$ cat src/rtl/io_seq_pkg.sv
package io_seq_pkg;
  typedef enum logic [2:0] {
    ST_IDLE, ST_CONN, ST_TEST, ST_XFER, ST_DISC
  } seq_state_e;

  localparam int WAIT_BIT = 6;
  localparam int MAP_BIT  = 9;
  localparam int IND_BIT  = 10;

  localparam logic [1:0] ADV_NORMAL = 2'd2;
  localparam logic [1:0] ADV_SKIP   = 2'd3;
endpackage

$ cat src/rtl/io_seq_decode.sv
module io_seq_decode #(
  parameter int DW = 16,
  parameter int AW = 15,
  parameter int UW = 6
) (
  input  logic [DW-1:0] word1_i,
  input  logic [DW-1:0] word2_i,
  input  logic [AW-1:0] pc_i,
  input  logic [1:0]    op_i,
  output logic [UW-1:0] unit_o,
  output logic          wait_o,
  output logic          ind_o,
  output logic          is_in_o,
  output logic          is_test_o,
  output logic [AW-1:0] addr_o
);
  import io_seq_pkg::*;

  logic [AW-1:0] oper_addr;
  logic [AW-1:0] w2_loc;
  logic          unused_bits;

  assign unit_o    = word1_i[UW-1:0];
  assign wait_o    = word1_i[WAIT_BIT];
  assign ind_o     = word1_i[IND_BIT];
  assign is_test_o = op_i[1];
  assign is_in_o   = (op_i == 2'b01);

  // upper address bit follows PC only when the map flag is set
  assign oper_addr = {word1_i[MAP_BIT] ? pc_i[AW-1] : 1'b0, word2_i[AW-2:0]};
  assign w2_loc    = pc_i + AW'(1);
  assign addr_o    = ind_o ? oper_addr : w2_loc;

  assign unused_bits = ^{word1_i, word2_i};
endmodule

$ cat src/rtl/io_seq_chan.sv
module io_seq_chan #(
  parameter int UNITS = 64,
  parameter int UW    = 6
) (
  input  logic [UW-1:0]    unit_i,
  input  logic             conn_i,
  input  logic [UNITS-1:0] rdy_vec_i,
  output logic [UNITS-1:0] sel_o,
  output logic             rdy_o
);
  for (genvar g = 0; g < UNITS; g++) begin : g_sel
    assign sel_o[g] = conn_i && (unit_i == UW'(g));
  end

  assign rdy_o = rdy_vec_i[unit_i];
endmodule

$ cat src/rtl/io_seq_fsm.sv
module io_seq_fsm
  import io_seq_pkg::*;
(
  input  logic       clk_i,
  input  logic       rst_ni,
  input  logic       start_i,
  input  logic       rdy_i,
  input  logic       wait_i,
  input  logic       is_test_i,
  output seq_state_e state_o,
  output logic       conn_o,
  output logic       xfer_o,
  output logic       done_o,
  output logic       busy_o,
  output logic [1:0] adv_o
);
  seq_state_e state_q, state_d;
  logic       skip_q;

  always_comb begin
    state_d = state_q;
    unique case (state_q)
      ST_IDLE: if (start_i) state_d = ST_CONN;
      ST_CONN: state_d = ST_TEST;
      ST_TEST: begin
        if (is_test_i)   state_d = ST_DISC;
        else if (rdy_i)  state_d = ST_XFER;
        else if (wait_i) state_d = ST_TEST;
        else             state_d = ST_DISC;
      end
      ST_XFER: state_d = ST_DISC;
      ST_DISC: state_d = ST_IDLE;
      default: state_d = ST_IDLE;
    endcase
  end

  always_ff @(posedge clk_i or negedge rst_ni) begin
    if (!rst_ni) begin
      state_q <= ST_IDLE;
      skip_q  <= 1'b0;
    end else begin
      state_q <= state_d;
      if (state_q == ST_TEST && state_d != ST_TEST)
        skip_q <= is_test_i ? rdy_i : (rdy_i && !wait_i);
    end
  end

  assign state_o = state_q;
  assign conn_o  = (state_q == ST_CONN) || (state_q == ST_TEST) || (state_q == ST_XFER);
  assign xfer_o  = (state_q == ST_XFER);
  assign done_o  = (state_q == ST_DISC);
  assign busy_o  = (state_q != ST_IDLE);
  assign adv_o   = done_o ? (skip_q ? ADV_SKIP : ADV_NORMAL) : 2'd0;


  wait_stall_chk: assert property (@(posedge clk_i) disable iff (!rst_ni)
    (state_q == ST_TEST && wait_i && !is_test_i && !rdy_i) |=> (state_q == ST_TEST));


  done_idle_chk: assert property (@(posedge clk_i) disable iff (!rst_ni)
    done_o |=> !busy_o);
endmodule

$ cat src/rtl/io_seq.sv
module io_seq
  import io_seq_pkg::*;
#(
  parameter int UNITS = 64,
  parameter int DW    = 16,
  parameter int AW    = 15,
  localparam int UW   = $clog2(UNITS)
) (
  input  logic             clk_i,
  input  logic             rst_ni,
  input  logic             start_i,
  input  logic [1:0]       op_i,
  input  logic [DW-1:0]    word1_i,
  input  logic [DW-1:0]    word2_i,
  input  logic [AW-1:0]    pc_i,
  output logic             busy_o,
  output logic             done_o,
  output logic [1:0]       pc_adv_o,
  output logic [UNITS-1:0] dev_sel_o,
  input  logic [UNITS-1:0] dev_rdy_i,
  output logic [DW-1:0]    dev_dout_o,
  input  logic [DW-1:0]    dev_din_i,
  output logic             dev_stb_o,
  output logic             mem_req_o,
  output logic             mem_we_o,
  output logic [AW-1:0]    mem_addr_o,
  output logic [DW-1:0]    mem_wdata_o,
  input  logic [DW-1:0]    mem_rdata_i
);
  logic [DW-1:0] word1_q, word2_q;
  logic [AW-1:0] pc_q;
  logic [1:0]    op_q;
  logic [UW-1:0] unit;
  logic          wait_f, ind_f, is_in, is_test, rdy_sel, conn, xfer, busy;
  logic [AW-1:0] addr;
  seq_state_e    state;

  // capture only when idle
  always_ff @(posedge clk_i or negedge rst_ni) begin
    if (!rst_ni) begin
      word1_q <= '0;
      word2_q <= '0;
      pc_q    <= '0;
      op_q    <= '0;
    end else if (start_i && !busy) begin
      word1_q <= word1_i;
      word2_q <= word2_i;
      pc_q    <= pc_i;
      op_q    <= op_i;
    end
  end

  io_seq_decode #(.DW(DW), .AW(AW), .UW(UW)) u_dec (
    .word1_i(word1_q), .word2_i(word2_q), .pc_i(pc_q), .op_i(op_q),
    .unit_o(unit), .wait_o(wait_f), .ind_o(ind_f), .is_in_o(is_in),
    .is_test_o(is_test), .addr_o(addr)
  );

  io_seq_chan #(.UNITS(UNITS), .UW(UW)) u_chan (
    .unit_i(unit), .conn_i(conn), .rdy_vec_i(dev_rdy_i),
    .sel_o(dev_sel_o), .rdy_o(rdy_sel)
  );

  io_seq_fsm u_fsm (
    .clk_i(clk_i), .rst_ni(rst_ni), .start_i(start_i), .rdy_i(rdy_sel),
    .wait_i(wait_f), .is_test_i(is_test), .state_o(state), .conn_o(conn),
    .xfer_o(xfer), .done_o(done_o), .busy_o(busy), .adv_o(pc_adv_o)
  );

  assign busy_o      = busy;
  assign dev_stb_o   = xfer;
  assign mem_req_o   = xfer && (is_in || ind_f);
  assign mem_we_o    = xfer && is_in;
  assign mem_addr_o  = mem_req_o ? addr : '0;
  assign mem_wdata_o = mem_we_o ? dev_din_i : '0;
  assign dev_dout_o  = (xfer && !is_in) ? (ind_f ? mem_rdata_i : word2_q) : '0;


  sel_onehot_chk: assert property (@(posedge clk_i) disable iff (!rst_ni)
    $onehot0(dev_sel_o));


  sel_drop_chk: assert property (@(posedge clk_i) disable iff (!rst_ni)
    done_o |-> (dev_sel_o == '0));


  stb_pulse_chk: assert property (@(posedge clk_i) disable iff (!rst_ni)
    dev_stb_o |-> ($countones(dev_sel_o) == 1) ##1 !dev_stb_o);


  mem_in_xfer_chk: assert property (@(posedge clk_i) disable iff (!rst_ni)
    mem_req_o |-> (dev_stb_o && state == ST_XFER));
endmodule

$ cat config.mk
export PLATFORM = sky130hd
export DESIGN_NAME = io_seq
export DESIGN_NICKNAME = d
export VERILOG_FILES = /design/src/rtl/io_seq_pkg.sv /design/src/rtl/io_seq_decode.sv /design/src/rtl/io_seq_chan.sv /design/src/rtl/io_seq_fsm.sv /design/src/rtl/io_seq.sv
export SDC_FILE = /design/constraint.sdc
export NUM_CORES = 1
export LEC_CHECK = 0
export BUFFER_PORTS_ARGS = -buffer_cell sky130_fd_sc_hd__buf_2
export CAP_MARGIN = 20
export CELL_PAD_IN_SITES_DETAIL_PLACEMENT = 1
export CELL_PAD_IN_SITES_GLOBAL_PLACEMENT = 1
export CORE_ASPECT_RATIO = 1.5
export CORE_MARGIN = 3
export CORE_UTILIZATION = 28
export CTS_CLUSTER_SIZE = 10
export DETAILED_ROUTE_END_ITERATION = 10
export GPL_ROUTABILITY_DRIVEN = 0
export MAX_ROUTING_LAYER = met4
export PLACE_DENSITY = 0.83
export SLEW_MARGIN = 10
export SYNTH_ARGS = -nofsm -noshare
export SYNTH_HDL_FRONTEND = slang
export SYNTH_SLANG_ARGS = --single-unit
export TNS_END_PERCENT = 30
$ cat constraint.sdc
create_clock -name clk_i -period 2.2 [get_ports clk_i]
set_input_delay 0.44 -clock clk_i [delete_from_list [all_inputs] [get_ports clk_i]]
set_output_delay 0.44 -clock clk_i [all_outputs]
set_load 0.02 [all_outputs]
==> results by group <==
Routing
  – DR vias/cell: 4.94
  – DRC: 0
  – Final wirelength: 15400 µm
  – Final ANT Viol Nets: 0
  – DR vias: 4154
  – Wire per inst: 18.3 µm
  – DR pass1 iterations: 4
  – DR iter-0 viols: 94

Synthesis
  – Synth top cells by count: nor2_1, dfrtp_1, mux2_2
  – Post-synthesis cell count: 415
  – Synth top area share: 31.6%
  – FF+latch count, synth: 46
  – Top post-synthesis cells by area: dfrtp_1, mux2_2, nor2_1, mux2i_1, mux4_1
  – Ys async rst share: 100%
  – Syn nets: 564
  – Yosys top cell by area: dfrtp_1
  – Synthesized area per cell: 8.77 µm²
  – Post-synth EDFFs: 0
  – Synthesis Warnings: 0
  – Synth Flop Type: dfrtp_1
  – Cell Area, Synth: 3640 µm²
  – Most frequent cell after synthesis: nor2_1
  – Synth cell types: 48
  – Seq/Total Area, Yosys: 31.6%

Place
  – Placed Instance Area: 5230 µm²
  – Count of input and output buffers: 258
  – Post-DP HPWL: 11800 µm

Die
  – Initial Util: 28.9%
  – Core region area: 12600 µm²
  – Height of the die: 146 µm
  – I/O pin count: 266
  – Rows: 50
  – Die area: 14400 µm²
  – DIE WIDTH: 99.1 µm

Global routing
  – GR peak layer: met2
  – Met2 GRT Util: 40.2%
  – First-pass GRT wire length: 23100 µm
  – Number of global-route vias before repair: 4580
  – Met1 Use GR: 18.9%
  – Total GRT Usage: 20.2%
  – Largest net degree at the start of global routing: 27
  – Met3 Usage GRT: 3.50%
  – Global route overflow: 0
  – Initial antenna violation count: 1

STA
  – Hold Fails Final Rpt: 0
  – Worst Tran Pin Value: 0.579 ns
  – Relative slew slack: 61.4%
  – Achievable Freq: 435 MHz
  – Clk_skew: 0.00393 ns
  – Final setup viols: 20
  – RSZ-0062 raised after global routing: yes
  – Period utilisation layout: 105%
  – Setup TNS: -0.766 ns
  – Final min period: 2.30 ns
  – Slew Viols, Final: 0
  – Final worst setup slack: -0.101 ns

Clocking
  – Max Buffers Root-to-Sink: 2
  – Sink Count: 46
  – CTS Hold Bufs: 0
  – H-tree depth: 2
  – Root Buffer: clkbuf_16
  – Clk slew on worst S/H paths: 0.06 ns
  – CTS buffer count: 5
  – CTS tree: yes
  – Clk_lat worst skew: 0.29 ns

Setup path
  – Kind of critical path: reg -> out
  – Crit path required time: 1.76 ns
  – Worst reg2reg path startpoint: word1_q[0]
  – Crit path launch type: flip-flop
  – Worst Setup End Kind: primary output
  – WP data arrival: 1.86 ns
  – Critical path peak fanout: 3
  – FF-to-FF path depth: 7
  – Worst reg2reg endpoint: u_fsm.skip_q
  – R2R setup slack: 0.10 ns

Power and ir drop
  – PwrDens: 1160 nW/µm²
  – Worst vdd ir: 0.565 mV
  – Cell leakage power: 2.91 nW

Hold path
  – Worst hold path type: in -> async

Run status
  – Status: finished with violations
  – Failing checks: negative setup slack

Final layout
  – Layout area overhead: 61.8%
  – Design area: 5890 µm²
  – Share of layout cells above drive strength 1: 58.6%
  – Nets: 832

Job
  – Max Cap Viol: 0
==> metrics by stage <==
stage | power (W) | hold WS (ns) | std cells | worst slack, ns | util [%]
6_report | 0.00681 | 0.144 | 841 | -0.101 | 46.8
2_1_floorplan | 0.00446 | 0.144 | 415 | -0.0371 | -
3_5_place_dp | 0.00561 | 0.466 | 821 | -0.0147 | 41.6
3_3_place_gp | 0.00544 | 0.462 | 821 | 0.0299 | 41.6
4_1_cts | 0.00660 | 0.153 | 837 | -0.165 | 44.7
5_1_grt | 0.00730 | 0.176 | 841 | -0.218 | 46.8
==> kinds of logic after synthesis <==
| group | synth area share, % |
|---|---|
| and+or+nand+nor | 25.1 |
| muxes | 28.6 |
| DFF | 31.6 |
| AOI/OAI and AO/OA | 6.95 |
| buffers and inverters | 4.71 |
| xor gates and xnor gates | 2.65 |
| adders and majority gates | 0.344 |
==> worst max-delay path by stage <==
stage | startpoint | end | depth (start not counted)
final | pc_q[0] | mem_addr_o[7] | 7
after global routing | pc_q[0] | mem_addr_o[7] | 7
after CTS | pc_q[1] | mem_addr_o[12] | 8
after detailed placement | pc_q[1] | mem_addr_o[12] | 8
after global placement | pc_q[1] | mem_addr_o[12] | 8
after floorplan | u_fsm.state_o[1] | mem_req_o | 6
==> worst max-delay path, stage by stage, from the launching register on <==
cell	delay (ns)
dfrtp_1	0.41
buf_6	0.12
nand4_1	0.18
or3_1	0.37
a21oi_2	0.20
a21oi_2	0.06
nor2_2	0.10
buf_6	0.12
==> routing by layer <==
metal  vias to the layer above  wire, µm
met5                         -         0
met4                         0       539
met3                        45       783
met2                       152      9060
met1                      1992      4960
li1                       1965         -
==> power breakdown <==
group	switching [W]	leakage (nW)	total [W]	internal [W]
Combinational	0.00219	2.30	0.00419	0.00200
Clock	0.000331	0.0729	0.000781	0.000450
Sequential	0.000545	0.540	0.00184	0.00129
Total	0.00306	2.91	0.00681	0.00374
==> repair_timing <==
item / CTS / global route
pin swaps: 11 / 23
cloned: 1 / 1
setup endpoints to repair: 63 / 112
gates resized for setup: 64 / 73
setup buffers: 7 / 2
==> layout by cell type (no fill, tap or decap), types with 4 or more instances in the layout <==
cell         n
nor2_4       4
xnor2_1      5
nand2_1     26
inv_1        6
dfrtp_1     41
nor2_2      16
xor2_1       5
nor2b_1      6
buf_12       5
mux4_1       7
and2_4      17
o21ai_0      5
nand3_1     12
dfrtp_2      5
buf_2      207
mux2i_1     37
buf_4       45
a21oi_2      5
buf_6       32
nor2_1      91
a21oi_1      8
clkbuf_16    5
mux2_2      38
==> flip-flops by register name, summed over array words and instances, names as in the netlist <==
name and cells:
u_fsm.state_o 3, word2_q 16, u_fsm.skip_q 1, word1_q 9, op_q 2, pc_q 15
==> final cells by class <==
class                           count  area (µm²)
Sequential cell                    46        1160
Timing Repair Buffer              289        1830
Clock buffer                        6         139
Clock inverter                      2        12.5
Tap cell                          156         195
Multi-Input combinational cell    335        2520
Antenna cell                        1        2.50
Fill cell                        1518        6690
Inverter                            6        22.5
No activity file was read; power rests on OpenSTA's default activity.
